===== src/rtl/ccd_seq_pkg.sv =====
package ccd_seq_pkg;

  typedef enum logic {
    MODE_FULL = 1'b0,
    MODE_FAST = 1'b1
  } rd_mode_e;

  typedef struct packed {
    logic sync;
    logic dummy;
    logic win;
    logic ob;
  } hflag_t;

endpackage


===== src/rtl/ccd_hcount.sv =====
module ccd_hcount
  import ccd_seq_pkg::*;
#(
  parameter int LINE_CYC  = 1560,
  parameter int H_START   = 100,
  parameter int HDUMMY    = 30,
  parameter int TOTAL_PIX = 1343,
  parameter int OB_FRONT  = 3,
  parameter int OB_REAR   = 50,
  parameter int PXW       = $clog2(LINE_CYC)
) (
  input  logic           clk,
  input  logic           rst,
  input  logic [PXW:0]   hs_width,
  output logic           eol_o,
  output logic           sol_o,
  output hflag_t         flags_o
);

  localparam logic [PXW:0] P_LAST = (PXW+1)'(LINE_CYC - 1);
  localparam logic [PXW:0] P_DLO  = (PXW+1)'(H_START);
  localparam logic [PXW:0] P_WLO  = (PXW+1)'(H_START + HDUMMY);
  localparam logic [PXW:0] P_WHI  = (PXW+1)'(H_START + HDUMMY + TOTAL_PIX);
  localparam logic [PXW:0] P_OLO  = (PXW+1)'(H_START + HDUMMY + OB_FRONT);
  localparam logic [PXW:0] P_OHI  = (PXW+1)'(H_START + HDUMMY + TOTAL_PIX - OB_REAR);

  logic [PXW-1:0] px_q;
  logic [PXW:0]   pxe;

  assign pxe   = {1'b0, px_q};
  assign eol_o = (pxe == P_LAST);
  assign sol_o = (px_q == '0);

  always_ff @(posedge clk) begin
    if (rst || eol_o) px_q <= '0;
    else              px_q <= px_q + PXW'(1);
  end

  always_comb begin
    flags_o.sync  = (pxe < hs_width);
    flags_o.dummy = (pxe >= P_DLO) && (pxe < P_WLO);
    flags_o.win   = (pxe >= P_WLO) && (pxe < P_WHI);
    flags_o.ob    = flags_o.win && ((pxe < P_OLO) || (pxe >= P_OHI));
  end

endmodule


===== src/rtl/ccd_vsched.sv =====
module ccd_vsched
  import ccd_seq_pkg::*;
#(
  parameter int LINES      = 966,
  parameter int FIELD_LEN  = 525,
  parameter int FAST_LEN   = 262,
  parameter int FAST_START = 5,
  parameter int GROUP      = 8,
  parameter int KEEP       = 2,
  parameter int FAST_COUNT = 241,
  parameter int VOB_FRONT  = 4,
  parameter int VOB_REAR   = 2,
  parameter int LW         = $clog2(2*FIELD_LEN + FAST_START + GROUP*FAST_LEN + 2)
) (
  input  logic          clk,
  input  logic          rst,
  input  logic          eol,
  input  logic          fast_sel,
  output rd_mode_e      mode_o,
  output logic          field_o,
  output logic          sof_o,
  output logic          valid_o,
  output logic          vdum_o,
  output logic          vob_o,
  output logic [LW-1:0] line_o
);

  localparam int HALF      = LINES / 2;
  localparam int SLOTS_MAX = (FIELD_LEN > FAST_LEN) ? FIELD_LEN : FAST_LEN;
  localparam int SW        = $clog2(SLOTS_MAX + 1);

  localparam logic [SW-1:0] S_FULL_END = SW'(FIELD_LEN - 1);
  localparam logic [SW-1:0] S_FAST_END = SW'(FAST_LEN - 1);
  localparam logic [SW-1:0] S_HALF     = SW'(HALF);
  localparam logic [SW-1:0] S_FCNT     = SW'(FAST_COUNT);
  localparam logic [LW-1:0] L_ONE      = LW'(1);
  localparam logic [LW-1:0] L_TWO      = LW'(2);
  localparam logic [LW-1:0] L_FS       = LW'(FAST_START);
  localparam logic [LW-1:0] L_JUMP     = LW'(GROUP - KEEP + 1);
  localparam logic [LW-1:0] L_VOBF     = LW'(VOB_FRONT);
  localparam logic [LW-1:0] L_VOBR     = LW'(LINES - VOB_REAR);

  rd_mode_e      mode_q;
  rd_mode_e      mode_req;
  logic          field_q;
  logic [SW-1:0] slot_q;
  logic [LW-1:0] line_q;
  logic [LW-1:0] line_step;
  logic          slot_last;
  logic          field_nxt;
  logic          keep_wrap;

  assign mode_req  = rd_mode_e'(fast_sel);
  assign slot_last = (mode_q == MODE_FAST) ? (slot_q == S_FAST_END) : (slot_q == S_FULL_END);
  assign field_nxt = (mode_q == MODE_FULL) && (mode_req == MODE_FULL) && !field_q;

  generate
    if (KEEP > 1) begin : g_keep_cnt
      localparam int KW = $clog2(KEEP);
      localparam logic [KW-1:0] K_LAST = KW'(KEEP - 1);
      logic [KW-1:0] keep_q;
      assign keep_wrap = (keep_q == K_LAST);
      always_ff @(posedge clk) begin
        if (rst)                        keep_q <= '0;
        else if (eol && slot_last)      keep_q <= '0;
        else if (eol && keep_wrap)      keep_q <= '0;
        else if (eol)                   keep_q <= keep_q + KW'(1);
      end
    end else begin : g_keep_one
      assign keep_wrap = 1'b1;
    end
  endgenerate

  always_comb begin
    if (mode_q == MODE_FAST)
      line_step = keep_wrap ? (line_q + L_JUMP) : (line_q + L_ONE);
    else if (field_q && (slot_q == '0))
      line_step = L_TWO;
    else
      line_step = line_q + L_TWO;
  end

  always_ff @(posedge clk) begin
    if (rst) begin
      mode_q  <= MODE_FULL;
      field_q <= 1'b0;
      slot_q  <= '0;
      line_q  <= L_ONE;
    end else if (eol) begin
      if (slot_last) begin
        mode_q  <= mode_req;
        field_q <= field_nxt;
        slot_q  <= '0;
        if (mode_req == MODE_FAST) line_q <= L_FS;
        else if (field_nxt)        line_q <= '0;
        else                       line_q <= L_ONE;
      end else begin
        slot_q <= slot_q + SW'(1);
        line_q <= line_step;
      end
    end
  end

  always_comb begin
    if (mode_q == MODE_FAST)  valid_o = (slot_q < S_FCNT);
    else if (!field_q)        valid_o = (slot_q < S_HALF);
    else                      valid_o = (slot_q != '0) && (slot_q <= S_HALF);
  end

  assign mode_o  = mode_q;
  assign field_o = field_q;
  assign sof_o   = (slot_q == '0);
  assign vdum_o  = (mode_q == MODE_FULL) && field_q && (slot_q == '0);
  assign vob_o   = valid_o && ((line_q <= L_VOBF) || (line_q > L_VOBR));
  assign line_o  = line_q;

endmodule


===== src/rtl/ccd_line_seq.sv =====
module ccd_line_seq
  import ccd_seq_pkg::*;
#(
  parameter int LINE_CYC   = 1560,
  parameter int H_START    = 100,
  parameter int HDUMMY     = 30,
  parameter int TOTAL_PIX  = 1343,
  parameter int OB_FRONT   = 3,
  parameter int OB_REAR    = 50,
  parameter int LINES      = 966,
  parameter int FIELD_LEN  = 525,
  parameter int FAST_LEN   = 262,
  parameter int FAST_START = 5,
  parameter int GROUP      = 8,
  parameter int KEEP       = 2,
  parameter int FAST_COUNT = 241,
  parameter int VOB_FRONT  = 4,
  parameter int VOB_REAR   = 2,
  localparam int PXW       = $clog2(LINE_CYC),
  localparam int LINE_W    = $clog2(LINES + 1)
) (
  input  logic              clk,
  input  logic              rst,
  input  logic              fast_sel,
  input  logic [PXW:0]      hs_width,
  output logic              hs_o,
  output logic              vs_o,
  output logic              lv_o,
  output logic [LINE_W-1:0] line_o,
  output logic              field_o,
  output logic              fast_o,
  output logic              hdum_o,
  output logic              hwin_o,
  output logic              hob_o,
  output logic              vob_o,
  output logic              vdum_o
);

  localparam int LW = $clog2(2*FIELD_LEN + FAST_START + GROUP*FAST_LEN + 2);

  logic          eol;
  logic          sol;
  hflag_t        hf;
  rd_mode_e      mode;
  logic          fld;
  logic          sof;
  logic          vld;
  logic          vdum;
  logic          vob;
  logic [LW-1:0] lnum;

  ccd_hcount #(
    .LINE_CYC (LINE_CYC),
    .H_START  (H_START),
    .HDUMMY   (HDUMMY),
    .TOTAL_PIX(TOTAL_PIX),
    .OB_FRONT (OB_FRONT),
    .OB_REAR  (OB_REAR),
    .PXW      (PXW)
  ) u_hcount (
    .clk     (clk),
    .rst     (rst),
    .hs_width(hs_width),
    .eol_o   (eol),
    .sol_o   (sol),
    .flags_o (hf)
  );

  ccd_vsched #(
    .LINES     (LINES),
    .FIELD_LEN (FIELD_LEN),
    .FAST_LEN  (FAST_LEN),
    .FAST_START(FAST_START),
    .GROUP     (GROUP),
    .KEEP      (KEEP),
    .FAST_COUNT(FAST_COUNT),
    .VOB_FRONT (VOB_FRONT),
    .VOB_REAR  (VOB_REAR),
    .LW        (LW)
  ) u_vsched (
    .clk     (clk),
    .rst     (rst),
    .eol     (eol),
    .fast_sel(fast_sel),
    .mode_o  (mode),
    .field_o (fld),
    .sof_o   (sof),
    .valid_o (vld),
    .vdum_o  (vdum),
    .vob_o   (vob),
    .line_o  (lnum)
  );

  always_ff @(posedge clk) begin
    if (rst) begin
      hs_o    <= 1'b0;
      vs_o    <= 1'b0;
      lv_o    <= 1'b0;
      line_o  <= '0;
      field_o <= 1'b0;
      fast_o  <= 1'b0;
      hdum_o  <= 1'b0;
      hwin_o  <= 1'b0;
      hob_o   <= 1'b0;
      vob_o   <= 1'b0;
      vdum_o  <= 1'b0;
    end else begin
      hs_o    <= hf.sync;
      vs_o    <= sof;
      lv_o    <= vld;
      line_o  <= vld ? lnum[LINE_W-1:0] : '0;
      field_o <= fld;
      fast_o  <= (mode == MODE_FAST);
      hdum_o  <= hf.dummy;
      hwin_o  <= hf.win;
      hob_o   <= hf.ob;
      vob_o   <= vob;
      vdum_o  <= vdum;
    end
  end

  logic unused_sol;
  assign unused_sol = sol;

endmodule


===== config.mk =====
export PLATFORM = sky130hd
export DESIGN_NAME = ccd_line_seq
export DESIGN_NICKNAME = d
export VERILOG_FILES = /design/src/rtl/ccd_seq_pkg.sv /design/src/rtl/ccd_hcount.sv /design/src/rtl/ccd_vsched.sv /design/src/rtl/ccd_line_seq.sv
export SDC_FILE = /design/constraint.sdc
export NUM_CORES = 1
export LEC_CHECK = 0
export BUFFER_PORTS_ARGS = -buffer_cell sky130_fd_sc_hd__clkbuf_2
export CORE_MARGIN = 4
export CORE_UTILIZATION = 29
export DETAILED_ROUTE_END_ITERATION = 8
export GPL_TIMING_DRIVEN = 0
export MAX_ROUTING_LAYER = met4
export REMOVE_ABC_BUFFERS = 1
export SLEW_MARGIN = 20
export SYNTH_ARGS = -nofsm -noshare
export SYNTH_HDL_FRONTEND = slang
export SYNTH_SLANG_ARGS = --single-unit

===== constraint.sdc =====
create_clock -name clk -period 2.05 [get_ports clk]
set_clock_uncertainty 0.05 [all_clocks]
set_input_delay 0.1025 -clock clk [delete_from_list [all_inputs] [get_ports clk]]
set_output_delay 0.1025 -clock clk [all_outputs]
set_load 0.03 [all_outputs]

== After elaboration in Yosys (flattened, before gate mapping) ==
Index checks and enable logic that the tools add are counted.
Widths: inputs -> output; s select.

* Add/subtract/negate cells: 6
* Magnitude comparators: 12
* Eq/ne operators: 3
* Multiplexer cells: 10
* Bitwise logic cells: 3
* Reduce and logical (&&, ||, !) cells: 21

{| class="wikitable"
|+ Operators with widths
! operator !! number
|-
| $mux 12 || 5
|-
| $lt 11x8->1 const B || 2
|-
| $add 12x1->12 const B || 1
|-
| $add 12x2->12 const B || 1
|-
| $add 12x3->12 const B || 1
|-
| $gt 12x10->1 const B || 1
|-
| $le 12x3->1 const B || 1
|-
| $logic_and 1x1->1 || 12
|-
| $lt 11x12->1 || 1
|-
| $add 11x1->11 const B || 1
|-
| $eq 11x11->1 const B || 1
|-
| $ge 11x11->1 const B || 1
|-
| $ge 11x7->1 const B || 1
|-
| $ge 11x8->1 const B || 1
|-
| $lt 11x11->1 const B || 1
|-
| $add 10x1->10 const B || 1
|-
| $eq 10x10->1 const B || 1
|-
| $eq 10x9->1 const B || 1
|-
| $le 10x9->1 const B || 1
|-
| $logic_not 10->1 || 1
|-
| $lt 10x8->1 const B || 1
|-
| $lt 10x9->1 const B || 1
|-
| $mux 10 || 1
|-
| $reduce_bool 10->1 || 1
|-
| other kinds (8) || 15
|}

* Bits in registers: 56
* Logic and storage cells: 72

== Longest topological paths before layout ==
Gate-level depths: netlist (run 1).

* Depth after elaboration: 6
* Mapped depth: 8
* Depth with buffers taken out: 8

== Hierarchy ==
From an unflattened synthesis (run 1), not the netlist that was laid out.

* Cells, all modules: 363
* Area total of the unflattened synthesis: 3151.8 um2

{| class="wikitable"
|+ Modules (own cells, without submodules)
! module !! times used !! cells an instance !! area each (um2)
|-
| ccd_vsched || 1 || 200 || 1636.6
|-
| ccd_hcount || 1 || 120 || 920.9
|-
| ccd_line_seq || 1 || 43 || 594.3
|}

== Worst setup path before layout (run 1) ==
OpenSTA, ideal clock, no wires.

* Path kind: register to register
* Start point: register u_hcount.px_q[1]
* End point: register u_vsched.line_q[5] (netlist: u_vsched.line_o[5])
* Setup time: 0.075 ns
* Data arrival time: 1.845 ns
* Required time: 1.925 ns
* Slack: 0.080 ns
* Stages on the path, launching flop included: 8
* Buffers on the path: 1
* Period minus slack after synthesis: 1.970 ns
* Path through: dfxtp_1 > ha_1 > nand4b_1 > or4_1 > clkbuf_1 > nor4_1 > a22oi_1 > o22ai_1

* Cells in the longest elaborated chain, start to end: 1

{| class="wikitable"
|+ Ends and longest elaborated chain
! item !! line !! text
|-
| start: declaration || ccd_hcount.sv:27 || <nowiki>logic [PXW-1:0] px_q;</nowiki>
|-
| start signal: assignment || ccd_hcount.sv:36 || <nowiki>else px_q <= px_q + PXW'(1);</nowiki>
|-
| $eq 11x11->1 || ccd_hcount.sv:31 || <nowiki>assign eol_o = (pxe == P_LAST);</nowiki>
|-
| end signal: assignment || ccd_vsched.sv:99 || <nowiki>line_q <= line_step;</nowiki>
|-
| end: declaration || ccd_vsched.sv:47 || <nowiki>logic [LW-1:0] line_q;</nowiki>
|}

No other way between the ends.
A chain may end at the register's enable or synchronous reset.

== Worst setup path after layout (run 1) ==
* Start point: register u_hcount.px_q[0]
* End point: register u_vsched.line_q[0] (netlist: u_vsched.line_o[0])

Same word-level chain as after synthesis.

==> impl_metrics.prom, run 1 <==
# TYPE chip_impl_metric gauge
chip_impl_metric{name="grt_usage",unit="%"} 12.1
chip_impl_metric{name="place.gp.congestion",unit=""} 0.821
chip_impl_metric{name="vias_in_the_first_global_route",unit=""} 2571
chip_impl_metric{name="num_antenna_cells",unit=""} 0
chip_impl_info{name="run_status",value="completed"} 1
chip_impl_metric{name="post-route-drc-count",unit=""} 0
chip_impl_metric{name="grt_max_degree",unit=""} 18
chip_impl_metric{name="cts_made_buffers",unit=""} 5
chip_impl_metric{name="cts.sink_count",unit=""} 56
chip_impl_metric{name="max_cap_violations",unit=""} 0
chip_impl_info{name="timing.critical_path.to",value="u_vsched.line_o[0]$_SDFFE_PP1P_"} 1
chip_impl_metric{name="antenna_violations_before_repair",unit=""} 0
chip_impl_metric{name="utilization",unit="%"} 36.7
chip_impl_metric{name="max-clock-path-buffers",unit=""} 2
chip_impl_info{name="crit-reg2reg-capture",value="u_vsched.line_o[0]$_SDFFE_PP1P_"} 1
chip_impl_metric{name="detailedPlace.worstSlack",unit="ns"} -1.23
chip_impl_metric{name="ys_ff_latch",unit=""} 56
chip_impl_metric{name="number_of_synthesized_flops_with_an_enable_pin",unit=""} 0
chip_impl_metric{name="synthesis.area_per_instance",unit="um2"} 8.34
chip_impl_metric{name="area_share_of_the_largest_cell_type_after_synthesis",unit="%"} 36.2
chip_impl_metric{name="wl_met2",unit="um"} 3670
chip_impl_metric{name="die-height",unit="um"} 111
chip_impl_metric{name="die_area",unit="um2"} 12400
chip_impl_metric{name="clkTransAtPathRegs",unit="ns"} 0.10
chip_impl_metric{name="timing.slew.headroom",unit="%"} 69.1
chip_impl_metric{name="finalHoldViolations",unit=""} 0
chip_impl_metric{name="antenna_left",unit=""} 0
chip_impl_metric{name="worst_pin_slew",unit="ns"} 0.463
chip_impl_metric{name="layout_worst_path_cycle_share",unit="%"} 96.6
chip_impl_metric{name="dpl.hpwl",unit="um"} 5070
chip_impl_metric{name="wl_met1",unit="um"} 3460
chip_impl_info{name="critical_path_class",value="reg2reg"} 1
chip_impl_metric{name="first_pass_grt_wire_length",unit="um"} 12400
chip_impl_metric{name="powerDensity",unit="nW/um2"} 525
chip_impl_info{name="tritoncts",value="yes"} 1
chip_impl_info{name="clk_root_buffer_cell",value="clkbuf_8"} 1
chip_impl_metric{name="grt_overflow_total",unit=""} 0
chip_impl_info{name="cp-end-kind",value="flip-flop"} 1
chip_impl_metric{name="core_area",unit="um2"} 10400
chip_impl_info{name="r2r_start",value="u_hcount.px_q[0]$_SDFF_PP0_"} 1
chip_impl_metric{name="route.detailed.vias_per_inst",unit=""} 5.09
chip_impl_metric{name="timing.reg2reg.setup_slack",unit="ns"} 0.07
chip_impl_metric{name="mappedNetlistArea",unit="um2"} 3090
chip_impl_metric{name="detail_route.iter0.violations",unit=""} 151
chip_impl_metric{name="num_rows",unit=""} 37
chip_impl_metric{name="h-tree-depth",unit=""} 2
chip_impl_metric{name="num-nets-final",unit=""} 444
chip_impl_metric{name="critical_path_required",unit="ns"} 2.19
chip_impl_info{name="worst_hold_path_class",value="in2reg"} 1
chip_impl_metric{name="worstSkewPairLatency",unit="ns"} 0.32
chip_impl_metric{name="number_of_distinct_library_cells_after_synthesis",unit=""} 61
chip_impl_metric{name="dr_wl_met3",unit="um"} 283
chip_impl_info{name="synth_largest_area_cell",value="dfxtp_1"} 1
chip_impl_info{name="worst_setup_path_start_kind",value="flip-flop"} 1
chip_impl_metric{name="async_flop_share",unit="%"} 0
chip_impl_info{name="route.top_layer_used",value="met4"} 1
chip_impl_metric{name="multiInputGateArea",unit="um2"} 1960
chip_impl_metric{name="ratio_of_cells_with_drive_above_1_in_the_final_layout",unit="%"} 24.8
chip_impl_info{name="yosys-top-cells-area",value="dfxtp_1 (36%), ha_1 (7.3%), nor2_1 (5.9%), xnor2_1 (4.0%), a21oi_1 (3.1%)"} 1
chip_impl_metric{name="detailroute.via_count",unit=""} 2786
chip_impl_metric{name="fillers",unit=""} 1078
chip_impl_metric{name="place.port_buffers",unit=""} 34
chip_impl_metric{name="max-vdd-ir-drop",unit="V"} 0.000308
chip_impl_metric{name="slew_viol_final",unit=""} 0
chip_impl_info{name="synth_most_common_cell",value="dfxtp_1"} 1
chip_impl_metric{name="register_area",unit="um2"} 1150
chip_impl_info{name="yosys-top-cells-count",value="dfxtp_1 (56), nor2_1 (49), inv_1 (21)"} 1
chip_impl_info{name="unrepaired_setup_endpoints_after_global_routing",value="true"} 1
chip_impl_metric{name="total_leakage_power",unit="nW"} 1.51
chip_impl_metric{name="final.min_clock_period",unit="ns"} 1.98
chip_impl_metric{name="wirelength",unit="um"} 7550
chip_impl_info{name="synth_top_flop_cell",value="dfxtp_1"} 1
chip_impl_metric{name="drt-wirelength-per-cell",unit="um"} 13.8
chip_impl_metric{name="finish.cell_count_without_fillers",unit=""} 547
chip_impl_metric{name="io_pins",unit=""} 35
chip_impl_metric{name="initial_core_util",unit="%"} 29.8
chip_impl_metric{name="cp.arrival",unit="ns"} 2.12
chip_impl_metric{name="dp_cells",unit=""} 520
chip_impl_metric{name="postSynthCellCount",unit=""} 371
chip_impl_metric{name="reg2regPathDepth",unit=""} 6
chip_impl_metric{name="dr.pass1.iters",unit=""} 4
chip_impl_metric{name="fmaxAchievable",unit="MHz"} 505
chip_impl_metric{name="die_width",unit="um"} 111
chip_impl_metric{name="crit_fanout",unit=""} 6
chip_impl_info{name="worst_setup_path_startpoint",value="u_hcount.px_q[0]$_SDFF_PP0_"} 1
chip_impl_metric{name="synth-warning-count",unit=""} 0
chip_impl_metric{name="synth.yosys.seq_area_share",unit="%"} 36.2
chip_impl_metric{name="final.setup.worst_slack",unit="ns"} 0.0691
chip_impl_metric{name="area_delta_synth_final",unit="%"} 23.0
chip_impl_metric{name="finalSetupViolations",unit=""} 0
==> metal layers <==
| metal | vias to the layer above | track usage [%] |
|---|---|---|
| li1 | 1403 | - |
| met1 | 1309 | 16.0 |
| met2 | 66 | 18.7 |
| met3 | 8 | 1.97 |
| met4 | 0 | 4.38 |
| met5 | - | - |
==> sequential cells by signal, summed over array words and instances (netlist names) <==
| signal | cells |
|---|---|
| hdum_o | 1 |
| vob_o | 1 |
| hwin_o | 1 |
| u_vsched.slot_q | 10 |
| fast_o | 1 |
| u_vsched.g_keep_cnt.keep_q | 1 |
| vs_o | 1 |
| u_vsched.mode_o | 1 |
| field_o | 1 |
| u_vsched.field_o | 1 |
| hs_o | 1 |
| lv_o | 1 |
| u_hcount.px_q | 11 |
| hob_o | 1 |
| line_o | 10 |
| vdum_o | 1 |
| u_vsched.line_o | 12 |
==> final cells by class <==
cell class | count | share of cell area (%)
multi-input cells | 272 | 51.6
flip-flops and latches | 56 | 30.2
repair buffers | 53 | 8.32
well taps | 136 | 4.47
clock buffers | 6 | 2.17
inverters | 22 | 2.17
clock inverters | 2 | 1.02
==> worst min-delay path by stage <==
stage | startpoint | end | slack, ns | cells after the start
global placement | fast_sel | u_vsched.mode_o$_SDFFE_PP0P_ | 0.36 | 3
CTS | hs_width[11] | hs_o$_SDFF_PP0_ | 0.04 | 5
global route | hs_width[11] | hs_o$_SDFF_PP0_ | 0.07 | 5
finish | fast_sel | u_vsched.mode_o$_SDFFE_PP0P_ | 0.05 | 3
floorplan | rst | field_o$_SDFF_PP0_ | 0.12 | 1
detailed placement | fast_sel | u_vsched.mode_o$_SDFFE_PP0P_ | 0.37 | 3
==> per-stage QoR <==
| step | instance area, um2 | power (mW) | TNS (ns) | hold slack [ns] |
|---|---|---|---|---|
| CTS | 3590 | 2.01 | 0 | 0.0437 |
| global route | 3800 | 2.09 | -0.127 | 0.0739 |
| detailed placement | 3340 | 1.24 | -21.01 | 0.373 |
| finish | 3800 | 2.00 | 0 | 0.0467 |
| global placement | 3340 | 1.24 | -20.30 | 0.362 |
| floorplan | 3000 | 1.19 | -2.34 | 0.119 |
==> what timing repair did <==
| item | in CTS | in global routing |
|---|---|---|
| resized for setup | 22 | 26 |
| buffers inserted | 4 | 15 |
| hold buffers | 0 | 0 |
| setup endpoints to repair | 47 | 37 |
| pin swaps | 6 | 12 |
| endpoints found under the hold margin | 0 | 0 |
==> layout by cell type, fill, tap and decap left out, types with 3 or more instances in the layout <==
| cell | instances |
|---|---|
| nand4_1 | 11 |
| buf_4 | 18 |
| a211oi_1 | 3 |
| nor2_1 | 47 |
| ha_1 | 17 |
| o21ai_0 | 6 |
| or4_4 | 3 |
| a21oi_1 | 17 |
| clkbuf_2 | 34 |
| a21o_1 | 8 |
| inv_1 | 21 |
| nor3_1 | 9 |
| a22oi_1 | 3 |
| o22ai_1 | 3 |
| xor2_1 | 9 |
| nand3_1 | 13 |
| o211ai_1 | 4 |
| dfxtp_2 | 8 |
| nand2_1 | 17 |
| clkbuf_8 | 6 |
| nor4_1 | 6 |
| and3_1 | 4 |
| nand4b_1 | 3 |
| o21ai_1 | 9 |
| dfxtp_4 | 5 |
| dfxtp_1 | 43 |
| and2_1 | 13 |
| xnor2_1 | 14 |
==> critical path: stages, from the launching register on <==
cell and delay, ns:
dfxtp_4 0.38, ha_2 0.20, nand4b_1 0.18, or4_4 0.55
a21oi_1 0.18, mux2i_1 0.23, nand2_1 0.09
==> cells by family (layout without fill, tap and decap cells) <==
logic type / count (synthesis) / count (layout) / share of synthesized area, %
simple gates: 147 / 147 / 25.1
compound gates: 81 / 81 / 17.9
flops: 56 / 56 / 36.2
buf+inv: 43 / 83 / 5.66
xor+xnor: 23 / 23 / 6.51
fa+ha+maj: 19 / 19 / 7.93
mux: 2 / 2 / 0.647
==> power breakdown <==
group	total, mW	switching [mW]	internal, mW
registers	1.10	0.00806	1.09
logic	0.125	0.0694	0.0554
clock network	0.771	0.371	0.400
total	2.00	0.448	1.55
(Power assumes the default switching activity.)
==> run 2: changes to the inputs <==
CORE_UTILIZATION = 53   (was 29)
PLACE_DENSITY = 0.79   (was not set)
==> run 2 against run 1 <==
Against the previous run:
- the flow now finishes with violations (setup timing)
- critical path depth unchanged
- final cell count is 12% lower
- critical path type unchanged
- critical endpoint unchanged
- cell area is 2.2% lower
- sequential power about the same
- routed wire length up 8.3%
- die area decreased by 42%
- core utilization up 30 points
- first-iteration DRC count up 140%
- worst setup slack got worse by 0.097 ns
- highest routed layer unchanged
- maximum frequency is 4.7% lower
- flip-flop and latch count did not move
==> impl_metrics.prom, run 2 (same netlist as run 1, synthesis figures left out) <==
# TYPE chip_impl_metric gauge
chip_impl_metric{name="num-nets-final",unit=""} 442
chip_impl_info{name="path_cells",value="ha_4, nand4b_1, or4_4, a21oi_1, mux2i_1, nand2_1"} 1
chip_impl_info{name="largest_registers",value="u_vsched.line_o x12, u_hcount.px_q x11"} 1
chip_impl_metric{name="dr_wl_met3",unit="um"} 599
chip_impl_metric{name="vias_in_the_first_global_route",unit=""} 2613
chip_impl_metric{name="netSwitchingPower",unit="mW"} 0.457
chip_impl_metric{name="grt_max_degree",unit=""} 19
chip_impl_info{name="violations",value="setup timing"} 1
chip_impl_info{name="clk_root_buffer_cell",value="clkbuf_8"} 1
chip_impl_metric{name="area_delta_synth_final",unit="%"} 20.3
chip_impl_info{name="tritoncts",value="yes"} 1
chip_impl_metric{name="fmaxAchievable",unit="MHz"} 481
chip_impl_metric{name="final.setup.worst_slack",unit="ns"} -0.0279
chip_impl_metric{name="share_clk_of_total_power",unit="%"} 37.6
chip_impl_metric{name="power.combinational.fraction",unit="%"} 6.5
chip_impl_info{name="critical_path_class",value="reg2reg"} 1
chip_impl_metric{name="place.gp.congestion",unit=""} 0.855
chip_impl_metric{name="worstSkewPairLatency",unit="ns"} 0.31
chip_impl_metric{name="final.min_clock_period",unit="ns"} 2.08
chip_impl_metric{name="wl_met1",unit="um"} 3390
chip_impl_info{name="worst_path_dominant_cell_family",value="simple AND/OR/NAND/NOR gates"} 1
chip_impl_metric{name="timing.slew.headroom",unit="%"} 61.5
chip_impl_metric{name="wl_met2",unit="um"} 4010
chip_impl_metric{name="critical_path_required",unit="ns"} 2.20
chip_impl_metric{name="max_stage_delay",unit="ns"} 0.61
chip_impl_info{name="worst_setup_path_start_kind",value="flip-flop"} 1
chip_impl_metric{name="cp.arrival",unit="ns"} 2.23
chip_impl_info{name="top_register_by_number_of_flip_flops",value="u_vsched.line_o"} 1
chip_impl_metric{name="dpl.hpwl",unit="um"} 4700
chip_impl_metric{name="antenna_violations_before_repair",unit=""} 0
chip_impl_metric{name="finalHoldViolations",unit=""} 0
chip_impl_info{name="worst_hold_path_class",value="in2reg"} 1
chip_impl_info{name="layout.cells.most_common_list",value="nor2_1 (46), dfxtp_1 (42), clkbuf_2 (34)"} 1
chip_impl_metric{name="grt_usage",unit="%"} 21.3
chip_impl_metric{name="drt-wirelength-per-cell",unit="um"} 17.0
chip_impl_metric{name="antenna_left",unit=""} 0
chip_impl_metric{name="clkTransAtPathRegs",unit="ns"} 0.11
chip_impl_info{name="cp-end-kind",value="flip-flop"} 1
chip_impl_metric{name="detailroute.via_count",unit=""} 2987
chip_impl_metric{name="die-height",unit="um"} 84.4
chip_impl_metric{name="detailedPlace.worstSlack",unit="ns"} -1.10
chip_impl_info{name="run_status",value="complete, but fails checks"} 1
chip_impl_metric{name="powerDensity",unit="nW/um2"} 531
chip_impl_metric{name="wirelength",unit="um"} 8170
chip_impl_metric{name="route.detailed.vias_per_inst",unit=""} 6.21
chip_impl_metric{name="first_pass_grt_wire_length",unit="um"} 12400
chip_impl_metric{name="h-tree-depth",unit=""} 2
chip_impl_metric{name="core_area",unit="um2"} 5570
chip_impl_metric{name="ratio_of_cells_with_drive_above_1_in_the_final_layout",unit="%"} 24.4
chip_impl_metric{name="worst_pin_slew",unit="ns"} 0.578
chip_impl_metric{name="io_pins",unit=""} 35
chip_impl_metric{name="internal_power",unit="mW"} 1.52
chip_impl_metric{name="place.port_buffers",unit=""} 34
chip_impl_metric{name="layout_worst_path_cycle_share",unit="%"} 101
chip_impl_info{name="route.top_layer_used",value="met4"} 1
chip_impl_metric{name="max-clock-path-buffers",unit=""} 2
chip_impl_metric{name="initial_core_util",unit="%"} 55.5
chip_impl_metric{name="crit_buf_inv",unit=""} 0
chip_impl_metric{name="total_leakage_power",unit="nW"} 1.50
chip_impl_metric{name="count_of_hold_fix_buffers_inserted_at_cts",unit=""} 0
chip_impl_info{name="leading_cell_type_in_the_layout_fill_and_taps_excluded",value="nor2_1"} 1
chip_impl_metric{name="crit_fanout",unit=""} 5
chip_impl_metric{name="p_seq_share",unit="%"} 55.9
chip_impl_metric{name="sw_frac_of_total",unit="%"} 23.1
chip_impl_metric{name="max_cap_violations",unit=""} 0
chip_impl_metric{name="cts_made_buffers",unit=""} 5
chip_impl_metric{name="die_area",unit="um2"} 7120
chip_impl_metric{name="detail_route.iter0.violations",unit=""} 364
chip_impl_metric{name="timing.setup.tns",unit="ns"} -0.0279
chip_impl_metric{name="num_antenna_cells",unit=""} 0
chip_impl_metric{name="largest_register_ff_count",unit=""} 12
chip_impl_metric{name="die_width",unit="um"} 84.4
chip_impl_metric{name="post-route-drc-count",unit=""} 0
chip_impl_metric{name="max-vdd-ir-drop",unit="V"} 0.000278
chip_impl_info{name="crit_path_top_delay_cell",value="or4_4"} 1
chip_impl_metric{name="slew_viol_final",unit=""} 0
chip_impl_metric{name="finalSetupViolations",unit=""} 1
chip_impl_metric{name="num_rows",unit=""} 27
chip_impl_metric{name="grt_overflow_total",unit=""} 0
chip_impl_metric{name="cts.sink_count",unit=""} 56
chip_impl_metric{name="dr.pass1.iters",unit=""} 5
[run 2: cell type report]
class	count	area [um2]
Clock buffer	5	68.8
Fill cell	460	1850
Multi-Input combinational cell	274	1990
Clock inverter	3	47.5
Timing Repair Buffer	49	287
Inverter	22	82.6
Sequential cell	56	1150
Tap cell	72	90.1
[run 2: worst paths after layout]
kind                                                   from                         endpoint  slack, ns  cells after the start
worst min-delay path                               fast_sel     u_vsched.mode_o$_SDFFE_PP0P_       0.07                      3
worst min register to register  u_hcount.px_q[0]$_SDFF_PP0_      u_hcount.px_q[0]$_SDFF_PP0_       0.42                      1
worst max register to register  u_hcount.px_q[0]$_SDFF_PP0_  u_vsched.line_o[0]$_SDFFE_PP1P_      -0.03                      6
worst max-delay path            u_hcount.px_q[0]$_SDFF_PP0_  u_vsched.line_o[0]$_SDFFE_PP1P_      -0.03                      6
[run 2: worst reg2reg max path: stages (launching register included)]
cell      delay [ns]
dfxtp_4         0.40
ha_4            0.15
nand4b_1        0.18
or4_4           0.61
a21oi_1         0.26
mux2i_1         0.25
nand2_1         0.07
[run 2: repair_timing]
action                     4_1_cts  5_1_grt
cloned                           0        2
setup endpoints to repair       47       36
buffers inserted                 3       12
pin swaps                        4        9
gates resized for setup         18       34
[run 2: stage by stage]
step / std cells / power, mW / hold WS (ns) / util, % / area, um2
6_report: 481 / 1.97 / 0.0729 / 66.7 / 3720
5_1_grt: 481 / 2.05 / 0.0914 / 66.7 / 3720
4_1_cts: 467 / 1.97 / 0.0349 / 62.3 / 3470
3_5_place_dp: 456 / 1.23 / 0.362 / 58.5 / 3260
3_3_place_gp: 456 / 1.23 / 0.362 / 58.5 / 3260
2_1_floorplan: 350 / 1.19 / 0.119 / - / 3000
[run 2: power by group through the flow]
| stage | registers, mW | clock network (mW) | logic (mW) |
|---|---|---|---|
| after floorplan | 1.14 | 0 | 0.0520 |
| after global placement | 1.13 | 0 | 0.0980 |
| after detailed placement | 1.13 | 0 | 0.101 |
| after CTS | 1.11 | 0.754 | 0.103 |
| after global routing | 1.11 | 0.799 | 0.144 |
| final | 1.10 | 0.743 | 0.128 |
[run 2: metal layers]
metal	up-vias	track usage, %
met5	-	-
met4	0	6.76
met3	23	3.63
met2	160	34.1
met1	1401	27.3
li1	1403	-
==> run 3: changes to the inputs <==
REMOVE_ABC_BUFFERS = not set   (was 1)
==> run 3 against run 2 <==
Against the previous run:
- the flow now finishes without violations
- critical path depth unchanged
- routed wire length fell by 3.7%
- maximum frequency is 3.0% higher
- first-iteration DRC count down 28%
- via count fell by 1.5%
- global-route usage rose by 0.35 points
- highest routed layer unchanged
- worst hold slack worse by 0.015 ns
- die area unchanged
- total power shrank 6.2%
- final cell count increased by 4.4%
- clock power is 16% lower
==> impl_metrics.prom, run 3 (same netlist as run 1, synthesis figures left out) <==
# TYPE chip_impl_metric gauge
chip_impl_metric{name="worstSkewPairLatency",unit="ns"} 0.32
chip_impl_metric{name="ratio_of_cells_with_drive_above_1_in_the_final_layout",unit="%"} 26.5
chip_impl_metric{name="num_antenna_cells",unit=""} 0
chip_impl_metric{name="detailroute.via_count",unit=""} 2941
chip_impl_metric{name="register_area",unit="um2"} 1160
chip_impl_info{name="layout.cells.most_common_list",value="nor2_1 (48), dfxtp_1 (41), clkbuf_2 (33)"} 1
chip_impl_info{name="tritoncts",value="yes"} 1
chip_impl_metric{name="cp.arrival",unit="ns"} 2.24
chip_impl_metric{name="multiInputGateArea",unit="um2"} 1980
chip_impl_metric{name="post-route-drc-count",unit=""} 0
chip_impl_metric{name="grt_max_degree",unit=""} 19
chip_impl_metric{name="final.min_clock_period",unit="ns"} 2.02
chip_impl_metric{name="fmaxAchievable",unit="MHz"} 496
chip_impl_metric{name="fin_worst_hold_slack",unit="ns"} 0.0576
chip_impl_metric{name="internal_power",unit="mW"} 1.39
chip_impl_metric{name="fillers",unit=""} 426
chip_impl_info{name="cp-end-kind",value="flip-flop"} 1
chip_impl_metric{name="netSwitchingPower",unit="mW"} 0.463
chip_impl_metric{name="num-nets-final",unit=""} 463
chip_impl_metric{name="power.combinational.fraction",unit="%"} 6.8
chip_impl_metric{name="critical_path_required",unit="ns"} 2.27
chip_impl_info{name="top_register_by_number_of_flip_flops",value="u_vsched.line_o"} 1
chip_impl_metric{name="grt.met3_usage",unit="%"} 4.02
chip_impl_metric{name="powerDensity",unit="nW/um2"} 484
chip_impl_metric{name="detail_route.iter0.violations",unit=""} 261
chip_impl_metric{name="wirelength",unit="um"} 7870
chip_impl_metric{name="final_area",unit="um2"} 3820
chip_impl_metric{name="area_delta_synth_final",unit="%"} 23.5
chip_impl_metric{name="vias_in_the_first_global_route",unit=""} 2696
chip_impl_metric{name="cts.sink_count",unit=""} 56
chip_impl_metric{name="io_pins",unit=""} 35
chip_impl_metric{name="first_pass_grt_wire_length",unit="um"} 12500
chip_impl_metric{name="antenna_left",unit=""} 0
chip_impl_metric{name="max-vdd-ir-drop",unit="V"} 0.000348
chip_impl_metric{name="syn_nets",unit=""} 405
chip_impl_metric{name="worst_pin_slew",unit="ns"} 0.548
chip_impl_metric{name="finalHoldViolations",unit=""} 0
chip_impl_metric{name="die_area",unit="um2"} 7120
chip_impl_metric{name="finalSetupViolations",unit=""} 0
chip_impl_metric{name="num_rows",unit=""} 27
chip_impl_metric{name="place.gp.congestion",unit=""} 0.938
chip_impl_metric{name="met2_usage_grt",unit="%"} 33.1
chip_impl_metric{name="grt_overflow_total",unit=""} 0
chip_impl_metric{name="share_clk_of_total_power",unit="%"} 33.8
chip_impl_info{name="leading_cell_type_in_the_layout_fill_and_taps_excluded",value="nor2_1"} 1
chip_impl_metric{name="initial_core_util",unit="%"} 55.5
chip_impl_metric{name="max_cap_violations",unit=""} 0
chip_impl_metric{name="layout_worst_path_cycle_share",unit="%"} 98.4
chip_impl_metric{name="antenna_violations_before_repair",unit=""} 0
chip_impl_info{name="largest_registers",value="u_vsched.line_o x12, u_hcount.px_q x11"} 1
chip_impl_info{name="globalRoute.busiestLayer",value="met2"} 1
chip_impl_metric{name="total_leakage_power",unit="nW"} 1.55
chip_impl_metric{name="slew_viol_final",unit=""} 0
chip_impl_metric{name="grt_usage",unit="%"} 21.6
chip_impl_metric{name="die_width",unit="um"} 84.4
chip_impl_metric{name="place_area",unit="um2"} 3350
chip_impl_metric{name="largest_register_ff_count",unit=""} 12
chip_impl_metric{name="p_seq_share",unit="%"} 59.4
chip_impl_info{name="run_status",value="completed"} 1
chip_impl_metric{name="drt-wirelength-per-cell",unit="um"} 15.7
chip_impl_metric{name="route.detailed.vias_per_inst",unit=""} 5.86
chip_impl_metric{name="max-clock-path-buffers",unit=""} 2
chip_impl_metric{name="clkTransAtPathRegs",unit="ns"} 0.11
chip_impl_metric{name="sw_frac_of_total",unit="%"} 25.0
chip_impl_metric{name="crit_fanout",unit=""} 8
chip_impl_metric{name="dr.pass1.iters",unit=""} 5
chip_impl_info{name="critical_path_class",value="reg2reg"} 1
chip_impl_metric{name="h-tree-depth",unit=""} 2
chip_impl_metric{name="place.port_buffers",unit=""} 33
chip_impl_metric{name="core_area",unit="um2"} 5570
chip_impl_info{name="unrepaired_setup_endpoints_after_global_routing",value="true"} 1
chip_impl_info{name="worst_setup_path_start_kind",value="flip-flop"} 1
chip_impl_metric{name="use_met1",unit="%"} 29.0
chip_impl_metric{name="cts_made_buffers",unit=""} 5
chip_impl_metric{name="die-height",unit="um"} 84.4
chip_impl_info{name="worst_hold_path_class",value="in2reg"} 1
chip_impl_info{name="clk_root_buffer_cell",value="clkbuf_8"} 1
chip_impl_metric{name="timing.slew.headroom",unit="%"} 63.5
chip_impl_metric{name="dpl.hpwl",unit="um"} 5110
-- run 3: cell types whose count changed in the layout (fill, tap and decap cells not counted), sizes merged --
cell | previous run | this run
clkinvlp | 0 | 2
clkdlybuf4s15 | 0 | 1
clkbuf | 39 | 51
clkinv | 2 | 1
o21ai | 20 | 18
buf | 15 | 25
bufinv | 1 | 0
-- run 3: critical path, stage by stage, from the launching register on --
cell and delay (ns):
dfxtp_1 0.43, nand4bb_4 0.29, nor4_4 0.30, o211ai_1 0.25, or2_4 0.34, nor3_1 0.19, a21o_1 0.11
-- run 3: layout make-up --
cell class	instances	area share [%]
Tap cell	72	2.36
Multi-Input combinational cell	272	51.9
Clock inverter	3	0.622
Inverter	22	2.16
Timing Repair Buffer	55	8.74
Clock buffer	5	1.80
Buffer	17	2.10
Sequential cell	56	30.3
-- run 3: path summary, 6_finish.rpt --
check / startpoint / to / slack, ns / cells after the start
hold reg to reg: u_vsched.line_o[10]$_SDFFE_PP0N_ / u_vsched.line_o[10]$_SDFFE_PP0N_ / 0.50 / 1
hold / removal: fast_sel / u_vsched.mode_o$_SDFFE_PP0P_ / 0.06 / 3
setup / recovery: u_hcount.px_q[8]$_SDFF_PP0_ / u_vsched.line_o[6]$_SDFFE_PP0N_ / 0.03 / 6
setup reg to reg: u_hcount.px_q[8]$_SDFF_PP0_ / u_vsched.line_o[6]$_SDFFE_PP0N_ / 0.03 / 6
-- run 3: power groups by stage --
stage	combinational, mW	sequential [mW]	clock [mW]
6_report	0.126	1.10	0.626
5_1_grt	0.142	1.10	0.676
4_1_cts	0.125	1.10	0.633
3_5_place_dp	0.109	1.13	0
3_3_place_gp	0.106	1.13	0
2_1_floorplan	0.0614	1.14	0
-- run 3: what timing repair did --
action	in CTS	in global routing
gates resized for setup	27	34
buffers inserted	12	9
hold buffers	0	0
pin swaps	8	11
gates cloned	0	1
endpoints found under the setup margin	48	43
-- run 3: metrics by stage --
stage | utilization [%] | setup slack (ns) | total power, mW | setup TNS, ns | std cells
finish | 68.6 | 0.0333 | 1.85 | 0 | 502
global route | 68.6 | -0.0923 | 1.92 | -0.913 | 502
CTS | 65.1 | 0.00387 | 1.86 | 0 | 494
detailed placement | 60.1 | -0.355 | 1.24 | -11.14 | 476
global placement | 60.1 | -0.341 | 1.24 | -9.89 | 476
floorplan | - | 0.0800 | 1.20 | 0 | 371
-- run 3: routing by layer --
metal / vias to the layer above / share of wire [%]
met4: 0 / 2.0
met3: 16 / 7.3
met2: 127 / 47
met1: 1361 / 43
li1: 1437 / -
met5: - / 0
